**config.mk**
```make
export PLATFORM = sky130hd
export DESIGN_NAME = rx_word_fifo2
export DESIGN_NICKNAME = d
export VERILOG_FILES = /design/src/rtl/rxq_pkg.sv /design/src/rtl/rxq_rst_sync.sv /design/src/rtl/rxq_ctrl.sv /design/src/rtl/rxq_store.sv /design/src/rtl/rx_word_fifo2.sv
export SDC_FILE = /design/constraint.sdc
export NUM_CORES = 1
export LEC_CHECK = 0
export ABC_CLOCK_PERIOD_IN_PS = 900
export BUFFER_PORTS_ARGS = -buffer_cell sky130_fd_sc_hd__buf_2
export CORE_UTILIZATION = 32
export CTS_CLUSTER_SIZE = 28
export DETAILED_ROUTE_END_ITERATION = 16
export GPL_TIMING_DRIVEN = 0
export PLACE_DENSITY = 0.54
export SLEW_MARGIN = 30
export SYNTH_ARGS = -nofsm -noshare
export SYNTH_HDL_FRONTEND = slang
export SYNTH_HIERARCHICAL = 1
export SYNTH_SLANG_ARGS = --single-unit
```
**constraint.sdc**
```tcl
create_clock -name clk -period 0.9 [get_ports clk]
set_input_delay 0.045 -clock clk [delete_from_list [all_inputs] [get_ports clk]]
set_output_delay 0.045 -clock clk [all_outputs]
set_load 0.03 [all_outputs]
```
**src/rtl/rxq_pkg.sv**
```systemverilog
package rxq_pkg;
  localparam int unsigned WORD_W = 8;

  typedef struct packed {
    logic [WORD_W-1:0] data;
    logic              bit9;
    logic              ferr;
  } rx_word_t;
endpackage

```
**src/rtl/rxq_rst_sync.sv**
```systemverilog
module rxq_rst_sync #(
  parameter int unsigned STAGES = 2
) (
  input  logic clk,
  input  logic rst_n,
  output logic rst_sync_n
);
  logic [STAGES-1:0] chain_q;

  always_ff @(posedge clk or negedge rst_n) begin
    if (!rst_n) chain_q <= '0;
    else        chain_q <= {chain_q[STAGES-2:0], 1'b1};
  end

  assign rst_sync_n = chain_q[STAGES-1];
endmodule

```
**src/rtl/rxq_ctrl.sv**
```systemverilog
module rxq_ctrl #(
  parameter int unsigned DEPTH = 2,
  localparam int unsigned PW = (DEPTH > 1) ? $clog2(DEPTH) : 1,
  localparam int unsigned CW = $clog2(DEPTH + 1)
) (
  input  logic          clk,
  input  logic          rst_n,
  input  logic          rx_en,
  input  logic          wr_vld,
  input  logic          rd_pop,
  output logic          push,
  output logic [PW-1:0] wr_ptr,
  output logic [PW-1:0] rd_ptr,
  output logic          avail,
  output logic          ovr
);
  logic [CW-1:0] cnt_q, cnt_d;
  logic [PW-1:0] wr_q, wr_d, rd_q, rd_d;
  logic          ovr_q, ovr_d;
  logic          pop_ok, room, ovr_hit;

  function automatic logic [PW-1:0] ptr_inc(input logic [PW-1:0] p);
    return (p == PW'(DEPTH - 1)) ? '0 : p + PW'(1);
  endfunction

  // strobe qualification
  always_comb begin
    pop_ok  = rx_en & rd_pop & (cnt_q != '0);
    room    = (cnt_q < CW'(DEPTH)) | pop_ok;
    push    = rx_en & wr_vld & ~ovr_q & room;
    ovr_hit = rx_en & wr_vld & ~ovr_q & ~room;
  end

  // next state
  always_comb begin
    if (!rx_en) begin
      wr_d  = '0;
      rd_d  = '0;
      cnt_d = '0;
      ovr_d = 1'b0;
    end else begin
      wr_d  = push   ? ptr_inc(wr_q) : wr_q;
      rd_d  = pop_ok ? ptr_inc(rd_q) : rd_q;
      cnt_d = cnt_q + CW'(push) - CW'(pop_ok);
      ovr_d = ovr_q | ovr_hit;
    end
  end

  // state registers
  always_ff @(posedge clk or negedge rst_n) begin
    if (!rst_n) begin
      wr_q  <= '0;
      rd_q  <= '0;
      cnt_q <= '0;
      ovr_q <= 1'b0;
    end else begin
      wr_q  <= wr_d;
      rd_q  <= rd_d;
      cnt_q <= cnt_d;
      ovr_q <= ovr_d;
    end
  end

  assign wr_ptr = wr_q;
  assign rd_ptr = rd_q;
  assign avail  = (cnt_q != '0);
  assign ovr    = ovr_q;
endmodule

```
**src/rtl/rxq_store.sv**
```systemverilog
module rxq_store
  import rxq_pkg::*;
#(
  parameter int unsigned DEPTH = 2,
  localparam int unsigned PW = (DEPTH > 1) ? $clog2(DEPTH) : 1
) (
  input  logic          clk,
  input  logic          rst_n,
  input  logic          push,
  input  logic [PW-1:0] wr_ptr,
  input  logic [PW-1:0] rd_ptr,
  input  rx_word_t      wr_word,
  output rx_word_t      hd_word
);
  rx_word_t slot_q [DEPTH];

  for (genvar i = 0; i < DEPTH; i++) begin : g_slot
    rx_word_t q, d;
    logic     we;

    always_comb begin
      we = push & (wr_ptr == PW'(i));
      d  = we ? wr_word : q;
    end

    always_ff @(posedge clk or negedge rst_n) begin
      if (!rst_n) q <= '0;
      else        q <= d;
    end

    assign slot_q[i] = q;
  end

  always_comb begin
    hd_word = slot_q[0];
    for (int j = 1; j < DEPTH; j++) begin
      if (rd_ptr == PW'(j)) hd_word = slot_q[j];
    end
  end
endmodule

```
**src/rtl/rx_word_fifo2.sv**
```systemverilog
module rx_word_fifo2
  import rxq_pkg::*;
#(
  parameter int unsigned DEPTH = 2,
  localparam int unsigned PW = (DEPTH > 1) ? $clog2(DEPTH) : 1
) (
  input  logic              clk,
  input  logic              rst_n,
  input  logic              rx_en,
  input  logic              wr_vld,
  input  logic [WORD_W-1:0] wr_data,
  input  logic              wr_bit9,
  input  logic              wr_ferr,
  input  logic              rd_pop,
  output logic [WORD_W-1:0] hd_data,
  output logic              hd_bit9,
  output logic              hd_ferr,
  output logic              avail,
  output logic              ovr
);
  logic          rst_sync_n;
  logic          push;
  logic [PW-1:0] wr_ptr, rd_ptr;
  rx_word_t      in_word, head;

  rxq_rst_sync #(.STAGES(2)) u_rst (
    .clk        (clk),
    .rst_n      (rst_n),
    .rst_sync_n (rst_sync_n)
  );

  rxq_ctrl #(.DEPTH(DEPTH)) u_ctrl (
    .clk    (clk),
    .rst_n  (rst_sync_n),
    .rx_en  (rx_en),
    .wr_vld (wr_vld),
    .rd_pop (rd_pop),
    .push   (push),
    .wr_ptr (wr_ptr),
    .rd_ptr (rd_ptr),
    .avail  (avail),
    .ovr    (ovr)
  );

  assign in_word = '{data: wr_data, bit9: wr_bit9, ferr: wr_ferr};

  rxq_store #(.DEPTH(DEPTH)) u_store (
    .clk     (clk),
    .rst_n   (rst_sync_n),
    .push    (push),
    .wr_ptr  (wr_ptr),
    .rd_ptr  (rd_ptr),
    .wr_word (in_word),
    .hd_word (head)
  );

  assign hd_data = head.data;
  assign hd_bit9 = head.bit9;
  assign hd_ferr = head.ferr;
endmodule

```
---- After elaboration in Yosys (flattened, before gate mapping) ----
Index checks and enable logic that the tools add are counted.
cells by class
  $add $sub $neg .......................... 4
  $mul .................................... 0
  divide/modulo/power cells ............... 0
  $lt $le $gt $ge ......................... 1
  eq/ne operators ......................... 2
  shift-type cells ........................ 0
  multiplexer cells ....................... 9
  bitwise operators ....................... 13
  reduce and logical (&&, ||, !) cells .... 1
operator list
  operator                                                          count
  10-bit 2-to-1 mux                                                 1
  1-bit AND                                                         8
  1-bit 2-to-1 mux                                                  7
  2-bit by 1-bit != test with 1-bit output (second input constant)  2
  1-bit NOT                                                         3
  1-bit adder (second input constant)                               2
  2-bit by 1-bit adder with 2-bit output                            1
  2-bit < comparator (second input constant)                        1
  2-bit 2-to-1 mux                                                  1
  1-bit bitwise OR                                                  2
  2-bit nonzero test                                                1
  2-bit by 1-bit subtractor with 2-bit output                       1
storage, ports and cells
  register bits after elaboration ......... 27
  latch bits .............................. 0
  RAM bits ................................ 0
  memory bits (read-only) ................. 0
  input port bits ......................... 15
  word-level logic and storage cells ...... 41
  memories kept ........................... 0

---- Logic depth before layout (Yosys ltp) ----
  word-level depth ........................ 7
  mapped depth ............................ 8

---- By module ----
Netlist, hierarchy kept.
by module, submodules not included
  module        times used  cells an instance  area each (um^2)  seq. area each (um^2)
  rxq_store     1           54                 874.6             500.5
  rxq_ctrl      1           28                 280.3             125.1
  rxq_rst_sync  1           3                  53.8              50.0

---- Least setup slack after synthesis ----
Ideal clock, no wire load.
  kind .................................... register to register
  start point ............................. register u_ctrl.ovr_q (netlist: u_ctrl/ovr)
  end point ............................... register u_store/g_slot[0].q[0] in the netlist's numbering
  setup time .............................. 0.125 ns
  arrival ................................. 1.531 ns
  setup slack ............................. -0.756 ns
  cell stages (with the launch flop) ...... 6
  path buffers ............................ 1
  period minus slack after synthesis ...... 1.656 ns
  path through ............................ dfrtp_1 nor3b_2 and2_1 nor2b_4 buf_6 mux2_2
between the ends
  cells in the longest elaborated chain, start to end .. 4
RTL lines
  element                  line                 source
  start, declared          rxq_ctrl.sv:19       logic ovr_q, ovr_d;
  start signal, assigned   rxq_ctrl.sv:60       ovr_q <= ovr_d;
  1-bit NOT                rxq_ctrl.sv:30       push = rx_en & wr_vld & ~ovr_q & room;
  1-bit AND (2 in series)  rxq_ctrl.sv:30
  named net push           rx_word_fifo2.sv:22  logic push;
  1-bit AND                rxq_store.sv:22      we = push & (wr_ptr == PW'(i));
  end signal, assigned     rxq_store.sv:27      if (!rst_n) q <= '0;
  end signal, assigned     rxq_store.sv:28      else q <= d;
  end, declared            rxq_store.sv:18      rx_word_t q, d;
The timed path passes the listed nets, and every way through them passes these cells.
A chain may end at the register's enable or synchronous reset.

---- Worst setup path in the final report ----
  start point ............................. register u_ctrl.cnt_q[1]
  end point ............................... register u_store/g_slot[0].q[7] in the netlist's numbering
between the ends
  cells in the longest elaborated chain, start to end .. 5
  elaborated cells on any way between the ends .. 6
  classes of those cells .................. order compare: 1; bitwise: 4; reduce/logical: 1
RTL lines
  element                 line                 source
  start, declared         rxq_ctrl.sv:17       logic [CW-1:0] cnt_q, cnt_d;
  start signal, assigned  rxq_ctrl.sv:59       cnt_q <= cnt_d;
  2-bit nonzero test      rxq_ctrl.sv:28       pop_ok = rx_en & rd_pop & (cnt_q != '0);
  1-bit AND               rxq_ctrl.sv:28
  1-bit bitwise OR *      rxq_ctrl.sv:29       room = (cnt_q < CW'(DEPTH)) | pop_ok;
  1-bit AND *             rxq_ctrl.sv:30
  named net push          rx_word_fifo2.sv:22
  1-bit AND *             rxq_store.sv:22
Mark *: on every way through the listed nets, which the timed path passes. The rest lies on a longest branch.

==> flow_summary.yaml <==
synthesis:
  ys.warnings.count: 6
  synthDistinctLibCells: 20
  post_synthesis_sequential_element_count: 27
  synth.largest_area_cell: "sky130_fd_sc_hd__dfrtp_1"
  post_synth_main_area_contributors: "sky130_fd_sc_hd__dfrtp_1 (56%), sky130_fd_sc_hd__mux2_2 (28%), sky130_fd_sc_hd__nor2b_4 (2.3%)"
  synthCells: 85
  syn_avg_cell_area_sq_um: 14.22
  synth_top_area_frac: 0.5590
  synth.yosys.seq_area_share: 0.5590
  netlist_area_before_placement_sq_mm: 0.001209
  synth.net_count: 102
placement:
  place_inst: 157
  dp_hpwl_mm: 1.416
  placement.cell_area_sq_mm: 0.001445
  gpl.final_weighted_congestion: 0.6182
  port-buffer-count: 26
floorplan:
  die_area_sq_mm: 0.004027
  ioPinCount: 27
  rows: 21
  initial_utilization: 0.3485
  die_height_um: 63.46
  die_w_um: 63.46
  design.core.area_sq_mm: 0.003468
detailed_routing:
  vias_per_cell: 4.595
  ant_nets: 0
  wl_per_cell_um: 13.05
  drc_errors: 0
  route.final.wire_length_mm: 2.192
  detailroute.via_count: 772
  drt_pass1_iterations: 2
  detailedRoute.firstIterationViolations: 14
timing:
  timing.final.crit_period_ps: 1702
  rsz0062_at_grt: "yes"
  final.setup.tns_ps: -20800
  timing_worst_slew_pin_value_ps: 544.6
  final-hold-violation-count: 0
  final-max-slew-violation-count: 0
  max_freq_ghz: 0.5876
  final.hold.worst_slack_ps: 25.50
  worst_clock_skew_ps: 0.9504
  portion_of_the_clock_cycle_consumed_by_the_worst_path_in_the_final_layout: 1.891
  setup_ws_ps: -802.0
  finalSetupViolations: 36
  max_slew_margin: 0.6369
grt:
  grtUsageMet3: 0.02717
  vias_in_the_first_global_route: 837
  use_met2: 0.2141
  total_global_route_track_usage: 0.1209
  antenna_found_initial: 0
  overflow: 0
  first_pass_grt_wire_length_mm: 3.684
  busiest_layer_in_global_routing: "met2"
  gr-usage-met1: 0.1379
  grt_max_degree: 26
power:
  ir_worst_vdd_uv: 864.5
  power-per-cell-area_mw_per_mm2: 2560
  power.static_leakage_uw: 0.0008229
status:
  status: "complete, but fails checks"
  failed_checks: "setup timing"
worst_setup_path:
  timing.critical_path.to_type: "register"
  critical_path_class: "register to register"
  worstPathRequired_ps: 1050
  worstReg2RegEnd: "u_store/g_slot[0].q[7]$_DFFE_PN0P_"
  crit_path_max_fanout: 5
  worst_path_largest_cell_delay_ps: 430
  cpMaxStageDelayCell: "sky130_fd_sc_hd__dfrtp_1"
  start_kind: "register"
  cp_data_arrival_time_ps: 1860
  worst_reg2reg_path_length_in_cells: 6
  cp_cell_sequence: "nor2b_4 -> nor3b_2 -> and2_4 -> nor2b_4 -> clkbuf_16 -> mux2_4"
  setup.reg_to_reg.worst_slack_ps: -800
  worstSetupStartpoint: "u_ctrl/cnt_q[1]$_DFF_PN0_"
  critical_path.reg2reg.startpoint: "u_ctrl/cnt_q[1]$_DFF_PN0_"
  cpMostUsedCell: "sky130_fd_sc_hd__nor2b_4"
  timing.critical_path.to: "u_store/g_slot[0].q[7]$_DFFE_PN0P_"
finish:
  finish.utilization: 0.4971
  drive_gt1_frac: 0.6475
  num-nets-final: 140
  layout.filler_cells: 336
  stdcell_count: 168
  antennaDiodeCount: 0
  layout.cell_area.non_filler_sq_mm: 0.001724
  syn2layout_area_growth_pct: 42.65
min_path:
  hold_path.class: "input port to register"
  worstHoldPathCells: 2
flow_run:
  max_cap_violations: 0
clock_tree:
  clock_path_buffers: 2
  clkSinkCount: 27
  cts_tree: "built"
  tritoncts.num_buffers: 3
  clk_pin_slew_worst_paths_ps: 90
  insertion_delay_ps: 260
  h-tree-depth: 1
  cts-root-buf: "sky130_fd_sc_hd__clkbuf_8"
## where the power goes
group | switching (uW) | internal, uW
Combinational | 809 | 1150
Clock | 346 | 316
Sequential | 225 | 1570
Total | 1380 | 3030
## worst max-delay path, delay by kind of cell (launching register included)
family	cells	cell delay, ps
buffers and inverters	1	170
AND/OR/NAND/NOR	4	690
flip-flops	1	430
multiplexers	1	290
## sequential cells by signal, summed over array words and instances, names as in the netlist
register and flops:
u_store/g_slot.q 20, u_ctrl/cnt_q 2, u_rst/chain_q 2, u_ctrl/ovr 1, u_ctrl/rd_ptr 1, u_ctrl/wr_ptr 1
## how the worst min path moves through the flow
stage	slack, ps	startpoint	endpoint
after floorplan	-250	rst_n	u_rst/chain_q[0]$_DFF_PN0_
after global placement	-170	rst_n	u_rst/chain_q[0]$_DFF_PN0_
after detailed placement	-170	rst_n	u_rst/chain_q[0]$_DFF_PN0_
after CTS	10	wr_data[6]	u_store/g_slot[1].q[8]$_DFFE_PN0P_
after global routing	9	wr_data[6]	u_store/g_slot[0].q[8]$_DFFE_PN0P_
final	30	wr_data[2]	u_store/g_slot[0].q[4]$_DFFE_PN0P_
## Yosys cell counts
| cell | number |
|---|---|
| sky130_fd_sc_hd__conb_1 | 1 |
| sky130_fd_sc_hd__nor2b_4 | 2 |
| sky130_fd_sc_hd__mux2i_1 | 1 |
| sky130_fd_sc_hd__nor2_1 | 4 |
| sky130_fd_sc_hd__or2_2 | 1 |
| sky130_fd_sc_hd__ha_1 | 2 |
| sky130_fd_sc_hd__o21ai_1 | 1 |
| sky130_fd_sc_hd__nor3_1 | 1 |
| sky130_fd_sc_hd__buf_6 | 1 |
| sky130_fd_sc_hd__a21oi_1 | 1 |
| sky130_fd_sc_hd__dfrtp_1 | 27 |
| sky130_fd_sc_hd__nor3b_2 | 1 |
| sky130_fd_sc_hd__buf_2 | 1 |
| sky130_fd_sc_hd__nand2b_1 | 1 |
| sky130_fd_sc_hd__xor2_1 | 2 |
| sky130_fd_sc_hd__nand2_1 | 1 |
| sky130_fd_sc_hd__and2_1 | 3 |
| sky130_fd_sc_hd__mux2_2 | 30 |
| sky130_fd_sc_hd__inv_1 | 3 |
| sky130_fd_sc_hd__nand2_2 | 1 |
## per-layer routing
layer,share of wire,vias up
met5,0,-
met1,0.44,393
li1,-,365
met2,0.51,12
met4,0.0068,0
met3,0.036,2
## area by class of cell
class,count,area (sq um),share of cell area
sequential,27,679.4,0.3941
multi-input combinational,53,609.3,0.3534
timing repair buffer,34,306.5,0.1778
tap,46,57.56,0.03338
clock buffer,4,45.04,0.02612
buffer,1,15.01,0.008708
inverter,3,11.26,0.006531
## through the flow
step | setup slack (ps) | total power, uW
3_5_place_dp | -810.6 | 3303
4_1_cts | -810.3 | 4411
2_1_floorplan | -690.0 | 2976
5_1_grt | -890.6 | 4712
6_report | -802.0 | 4414
3_3_place_gp | -805.4 | 3250
## kinds of logic after synthesis
group / count (synthesis) / share of synthesized area
AND/OR/NAND/NOR: 15 / 0.08385
flip-flops: 27 / 0.5590
XOR/XNOR: 2 / 0.01450
adder cells (fa/ha/maj): 2 / 0.02070
multiplexers: 31 / 0.2878
buffers and inverters: 5 / 0.02277
AO/OA/AOI/OAI: 2 / 0.008274
other: 1 / 0.003103
## cells in the final DEF (no fill, tap or decap), types with 2 or more instances in the layout
| master | Yosys | routed |
|---|---|---|
| sky130_fd_sc_hd__dfrtp_1 | 27 | 24 |
| sky130_fd_sc_hd__mux2_4 | 0 | 20 |
| sky130_fd_sc_hd__buf_2 | 1 | 14 |
| sky130_fd_sc_hd__buf_6 | 1 | 13 |
| sky130_fd_sc_hd__mux2_2 | 30 | 10 |
| sky130_fd_sc_hd__nor2_1 | 4 | 4 |
| sky130_fd_sc_hd__buf_4 | 0 | 4 |
| sky130_fd_sc_hd__clkbuf_8 | 0 | 3 |
| sky130_fd_sc_hd__inv_1 | 3 | 3 |
| sky130_fd_sc_hd__dfrtp_2 | 0 | 3 |
| sky130_fd_sc_hd__clkbuf_16 | 0 | 2 |
| sky130_fd_sc_hd__nor2b_4 | 2 | 2 |
| sky130_fd_sc_hd__and2_1 | 3 | 2 |
| sky130_fd_sc_hd__xor2_1 | 2 | 2 |
| sky130_fd_sc_hd__ha_1 | 2 | 2 |
## timing repair
item                                    in CTS  in global routing
setup buffers                                4                  1
pin swaps                                    1                  8
cloned                                       1                  1
hold buffers                                 1                  0
endpoints found under the setup margin      36                 37
resized for setup                           34                 11
endpoints found under the hold margin        2                  0
No activity file was read; power rests on OpenSTA's default activity.
